File: src/rtl/baud_tick_pkg.sv
package baud_tick_pkg;

   typedef enum logic {
      PRE_PASS = 1'b0,
      PRE_SLOW = 1'b1
   } pre_mode_e;

   function automatic int unsigned lanes_of(input int unsigned total_w,
                                            input int unsigned lane_w);
      return (total_w + lane_w - 1) / lane_w;
   endfunction

endpackage

File: src/rtl/baud_div_regs.sv
module baud_div_regs #(
   parameter int unsigned DIV_W  = 16,
   parameter int unsigned BYTE_W = 8
) (
   input  logic                                  clk,
   input  logic                                  rst_n,
   input  logic [baud_tick_pkg::lanes_of(DIV_W, BYTE_W)-1:0] wr_stb,
   input  logic [BYTE_W-1:0]                     wr_data,
   output logic [DIV_W-1:0]                      div_o,
   output logic                                  restart_o
);
   localparam int unsigned LANES = baud_tick_pkg::lanes_of(DIV_W, BYTE_W);

   if (LANES * BYTE_W != DIV_W) begin : g_bad_width
      $error("DIV_W must be a whole number of BYTE_W lanes");
   end

   logic [BYTE_W-1:0] lane_q [LANES];

   for (genvar g = 0; g < LANES; g++) begin : g_lane
      always_ff @(posedge clk or negedge rst_n) begin
         if (!rst_n) begin
            lane_q[g] <= '0;
         end else if (wr_stb[g]) begin
            lane_q[g] <= wr_data;
         end
      end
   end

   always_comb begin
      for (int i = 0; i < LANES; i++) begin
         div_o[i*BYTE_W +: BYTE_W] = lane_q[i];
      end
   end

   assign restart_o = |wr_stb;

   assert_lo_kept_R3: assert property (@(posedge clk) disable iff (!rst_n)
      (!wr_stb[0] && wr_stb[LANES-1]) |=> $stable(div_o[BYTE_W-1:0]));

   assert_hi_kept_R3: assert property (@(posedge clk) disable iff (!rst_n)
      (wr_stb[0] && !wr_stb[LANES-1]) |=> $stable(div_o[DIV_W-1:DIV_W-BYTE_W]));

endmodule

File: src/rtl/baud_prescale.sv
module baud_prescale
   import baud_tick_pkg::*;
#(
   parameter int unsigned PRE_FACTOR = 4
) (
   input  logic      clk,
   input  logic      rst_n,
   input  pre_mode_e mode_i,
   input  logic      restart_i,
   output logic      step_o
);
   if (PRE_FACTOR < 1) begin : g_bad_factor
      $error("PRE_FACTOR must be at least 1");
   end

   if (PRE_FACTOR == 1) begin : g_bypass
      assign step_o = 1'b1;
   end else begin : g_divide
      localparam int unsigned PW = $clog2(PRE_FACTOR);
      localparam logic [PW-1:0] LAST = PW'(PRE_FACTOR - 1);

      logic [PW-1:0] phase_q;

      always_ff @(posedge clk or negedge rst_n) begin
         if (!rst_n) begin
            phase_q <= '0;
         end else if (restart_i || phase_q == LAST) begin
            phase_q <= '0;
         end else begin
            phase_q <= phase_q + 1'b1;
         end
      end

      assign step_o = (mode_i == PRE_PASS) || (phase_q == LAST);

      assert_slow_step_single_R7: assert property (@(posedge clk) disable iff (!rst_n)
         (step_o && mode_i == PRE_SLOW && $stable(mode_i)) |=> (mode_i == PRE_PASS || !step_o));
   end

endmodule

File: src/rtl/baud_div_count.sv
module baud_div_count #(
   parameter int unsigned DIV_W = 16
) (
   input  logic             clk,
   input  logic             rst_n,
   input  logic [DIV_W-1:0] div_i,
   input  logic             restart_i,
   input  logic             step_i,
   output logic             tick_o
);
   logic [DIV_W-1:0] cnt_q;
   logic             div_zero;
   logic             at_end;

   assign div_zero = (div_i == '0);
   assign at_end   = (cnt_q == div_i - 1'b1);
   assign tick_o   = !div_zero && step_i && at_end;

   always_ff @(posedge clk or negedge rst_n) begin
      if (!rst_n) begin
         cnt_q <= '0;
      end else if (restart_i) begin
         cnt_q <= '0;
      end else if (!div_zero && step_i) begin
         cnt_q <= at_end ? '0 : cnt_q + 1'b1;
      end
   end

   assert_zero_div_quiet_R4: assert property (@(posedge clk) disable iff (!rst_n)
      div_zero |-> !tick_o);

   assert_count_in_range_R2: assert property (@(posedge clk) disable iff (!rst_n)
      (!div_zero && !$past(restart_i) && $stable(div_i)) |-> (cnt_q < div_i));

   assert_restart_fresh_R5: assert property (@(posedge clk) disable iff (!rst_n)
      restart_i |=> (!tick_o || div_i == DIV_W'(1)));

endmodule

File: src/rtl/baud_tick_gen.sv
module baud_tick_gen
   import baud_tick_pkg::*;
#(
   parameter int unsigned DIV_W      = 16,
   parameter int unsigned BYTE_W     = 8,
   parameter int unsigned PRE_FACTOR = 4
) (
   input  logic              clk,
   input  logic              rst_n,
   input  logic              prescale_sel,
   input  logic              wr_lo,
   input  logic              wr_hi,
   input  logic [BYTE_W-1:0] wr_data,
   output logic              tick16
);
   localparam int unsigned LANES = lanes_of(DIV_W, BYTE_W);

   if (LANES != 2) begin : g_bad_lanes
      $error("divisor must split into exactly a low and a high lane");
   end

   logic [LANES-1:0] wr_stb;
   logic [DIV_W-1:0] div_val;
   logic             restart;
   logic             step;
   pre_mode_e        mode;

   assign wr_stb = {wr_hi, wr_lo};
   assign mode   = pre_mode_e'(prescale_sel);

   baud_div_regs #(.DIV_W(DIV_W), .BYTE_W(BYTE_W)) u_regs (
      .clk       (clk),
      .rst_n     (rst_n),
      .wr_stb    (wr_stb),
      .wr_data   (wr_data),
      .div_o     (div_val),
      .restart_o (restart)
   );

   baud_prescale #(.PRE_FACTOR(PRE_FACTOR)) u_pre (
      .clk       (clk),
      .rst_n     (rst_n),
      .mode_i    (mode),
      .restart_i (restart),
      .step_o    (step)
   );

   baud_div_count #(.DIV_W(DIV_W)) u_cnt (
      .clk       (clk),
      .rst_n     (rst_n),
      .div_i     (div_val),
      .restart_i (restart),
      .step_i    (step),
      .tick_o    (tick16)
   );

   assert_pulse_single_R6: assert property (@(posedge clk) disable iff (!rst_n)
      (tick16 && div_val > DIV_W'(1) && !wr_lo && !wr_hi) |=> !tick16);

   assert_reset_quiet_R1: assert property (@(posedge clk) disable iff (!rst_n)
      $rose(rst_n) |-> !tick16);

endmodule

File: config.mk
export PLATFORM = sky130hd
export DESIGN_NAME = baud_tick_gen
export DESIGN_NICKNAME = d
export VERILOG_FILES = /design/src/rtl/baud_tick_pkg.sv /design/src/rtl/baud_div_regs.sv /design/src/rtl/baud_prescale.sv /design/src/rtl/baud_div_count.sv /design/src/rtl/baud_tick_gen.sv
export SDC_FILE = /design/constraint.sdc
export NUM_CORES = 1
export LEC_CHECK = 0
export BUFFER_PORTS_ARGS = -buffer_cell sky130_fd_sc_hd__buf_2
export CAP_MARGIN = 20
export CORE_ASPECT_RATIO = 1.75
export CORE_UTILIZATION = 55
export CTS_CLUSTER_SIZE = 20
export DETAILED_ROUTE_END_ITERATION = 7
export GPL_TIMING_DRIVEN = 0
export PLACE_DENSITY = 0.79
export REMOVE_ABC_BUFFERS = 1
export SYNTH_ARGS = -nofsm -noshare
export SYNTH_HDL_FRONTEND = slang
export SYNTH_SLANG_ARGS = --single-unit
File: constraint.sdc
create_clock -name clk -period 3.8 [get_ports clk]
set_clock_uncertainty 0.05 [all_clocks]
set_input_delay 0.76 -clock clk [delete_from_list [all_inputs] [get_ports clk]]
set_output_delay 0.76 -clock clk [all_outputs]
set_load 0.1 [all_outputs]
==> results.sh <==
export IMPL_die_x_um=48.8
export IMPL_syn_cell_area_um2=2110
export IMPL_critPathKind="reg2out"
export IMPL_hpwl_mm=3.37
export IMPL_yosysTopAreaCell="dfrtp_1"
export IMPL_cts_sinks=34
export IMPL_p_int_uw=565
export IMPL_final_antenna_net_count=0
export IMPL_rsz0062_at_grt="true"
export IMPL_drive_gt1_frac=0.225
export IMPL_slew_headroom=0.461
export IMPL_finalWirelength_mm=4.70
export IMPL_sw_frac_of_total=0.281
export IMPL_cts_buffers=5
export IMPL_row_count=29
export IMPL_synth_area_leaders="dfrtp_1 (40%), xor2_1 (7.5%), mux2_2 (6.9%)"
export IMPL_drt_first_pass_iters=4
export IMPL_grt_overflow=0
export IMPL_fin_setup_tns_ns=0
export IMPL_die_y_um=84.0
export IMPL_seq_power_share=0.524
export IMPL_crit_start="u_regs.div_o[2]"
export IMPL_critical_path_endpoint_type="output port"
export IMPL_r2r_start="u_regs.div_o[2]"
export IMPL_worst_slew_pin_transition_ns=0.800
export IMPL_dieArea_um2=4100
export IMPL_synth_seq_cells=34
export IMPL_start_util=0.576
export IMPL_layout_cells_non_filler=290
export IMPL_cts_root_buf="clkbuf_8"
export IMPL_core_area_um2=3660
export IMPL_hold_viol=0
export IMPL_gp_congestion=0.921
export IMPL_fin_crit_sh=0.990
export IMPL_setup_viol=0
export IMPL_clkTransAtPathRegs_ns=0.07
export IMPL_seq_area_frac_synth=0.403
export IMPL_drc_errors=0
export IMPL_grt_pass1_vias=1776
export IMPL_p_leak_uw=0.000956
export IMPL_critPathLaunchType="flop"
export IMPL_grt_pass1_wl_mm=8.01
export IMPL_hp_start="u_pre.g_divide.phase_q[0]"
export IMPL_syn_avg_cell_area_um2=9.26
export IMPL_cap_viol_max_count=0
export IMPL_max_freq_mhz=266
export IMPL_cts_max_level=2
export IMPL_insertion_delay_ns=0.28
export IMPL_synthArstFlopShare=1.00
export IMPL_critPathMaxFanout=3
export IMPL_grt_max_degree=35
export IMPL_cp_arrival_ns=2.95
export IMPL_place_area_um2=2190
export IMPL_antenna_found_initial=0
export IMPL_cts_buffer_depth=2
export IMPL_io_buffers=13
export IMPL_netlist_instances=228
export IMPL_dp_cells=277
export IMPL_drt_iter0_markers=37
export IMPL_p_sw_uw=221
export IMPL_cts_tree="built"
export IMPL_yosysMostFrequentCell="dfrtp_1"
export IMPL_ir_drop_uv=250
export IMPL_synth_top_cells_by_count="dfrtp_1 (34), nor2_1 (27), nand2_1 (26), xor2_1 (18), mux2_2 (13)"
export IMPL_pwr_share_comb=0.161
export IMPL_critical_path_required_ns=2.99
export IMPL_synth_edf_count=0
export IMPL_vias_per_cell=6.07
export IMPL_ys_types=41
export IMPL_n_antenna_cell=0
export IMPL_stdcell_area_um2=2350
export IMPL_status="complete, no violations"
export IMPL_track_usage=0.255
export IMPL_area_delta_synth_final_pct=11.3
export IMPL_hold_class="reg2reg"
export IMPL_num_vias=1759
export IMPL_timing_final_max_slew_violations=0
export IMPL_nNetsFinal=260
export IMPL_wl_per_cell_um=16.2
export IMPL_p_clk_frac=0.316
export IMPL_synth_top_area_frac=0.403
export IMPL_min_period_ns=3.76
export IMPL_yosys_warnings=0
export IMPL_synth_main_ff_cell="dfrtp_1"
export IMPL_num_io_pins=14
export IMPL_powerDensity_nw_per_um2=335
## critical path, stage by stage (launching register included)
cell and delay [ns]:
dfrtp_2 0.43, or4_4 0.58, nor4_4 0.29, nand2_1 0.10
xnor2_1 0.14, a2111o_1 0.29, or4b_4 0.53, nor2_4 0.12
buf_12 0.18
## path summary, 6_finish.rpt
| kind | cells past startpoint | slack [ns] | endpoint |
|---|---|---|---|
| hold / removal | 1 | 0.39 | u_pre.g_divide.phase_q[0] |
| setup / recovery | 8 | 0.04 | tick16 |
| hold reg to reg | 1 | 0.39 | u_pre.g_divide.phase_q[0] |
| setup reg to reg | 9 | 0.69 | u_cnt.cnt_q[7] |
| max in group asynchronous | 1 | 2.65 | u_regs.div_o[3] |
| min in group asynchronous | 1 | 0.51 | u_regs.div_o[15] |
## flip-flops by register name, summed over array words and instances (netlist names)
name                    count
u_regs.div_o               16
u_pre.g_divide.phase_q      2
u_cnt.cnt_q                16
## layout by cell type, fill, tap and decap left out, types with 3 or more instances in the layout
cell      count
dfrtp_1      29
nand2_1      26
nor2_1       26
xor2_1       18
mux2_2       13
xnor2_1      12
o21ai_0      12
buf_2        12
nand3_1      10
a21oi_1       9
nor3_1        7
buf_4         7
a31oi_1       6
clkbuf_8      5
dfrtp_2       5
inv_1         4
nor4_1        4
nor3b_1       3
## layer usage
metal,track usage,share of wire
met3,0.0310,0.030
met4,0.142,0.029
met1,0.282,0.40
met5,0,0
met2,0.458,0.55
## logic make-up (layout without fill, tap and decap cells)
group,count (synthesis),count (layout),share of synthesized area
xor+xnor,30,30,0.124
fa+ha+maj,3,3,0.0178
mux,14,14,0.0741
simple gates,95,95,0.233
buf+inv,15,31,0.0349
compound gates,37,37,0.113
flops,34,34,0.403
## through the flow
step | setup WS, ns | hold WS [ns] | util | total power [uW]
after floorplan | -0.840 | 0.365 | - | 489
final | 0.0364 | 0.386 | 0.642 | 787
after CTS | 0.0120 | 0.388 | 0.635 | 788
after global routing | -0.0769 | 0.414 | 0.642 | 821
after global placement | -0.286 | 0.375 | 0.594 | 527
after detailed placement | -0.271 | 0.380 | 0.598 | 533
## power groups by stage
stage | Sequential, uW | Clock [uW] | Combinational (uW)
after global placement | 418 | 0 | 109
after global routing | 415 | 266 | 141
after CTS | 411 | 254 | 123
after floorplan | 410 | 0 | 79.1
after detailed placement | 419 | 0 | 114
final | 412 | 248 | 126
## area by class of cell
type                            instances  area (um^2)
Inverter                                4         15.0
Tap cell                               46         57.6
Fill cell                             309         1310
Sequential cell                        34          857
Clock buffer                            7         76.3
Multi-Input combinational cell        179         1210
Timing Repair Buffer                   20          133
## timing repair
action,4_1_cts,5_1_grt
setup endpoints to repair,1,1
hold buffers,0,0
pin swaps,2,1
buffers inserted,5,1
resized for setup,9,5
Power figures use the tool's default switching activity.
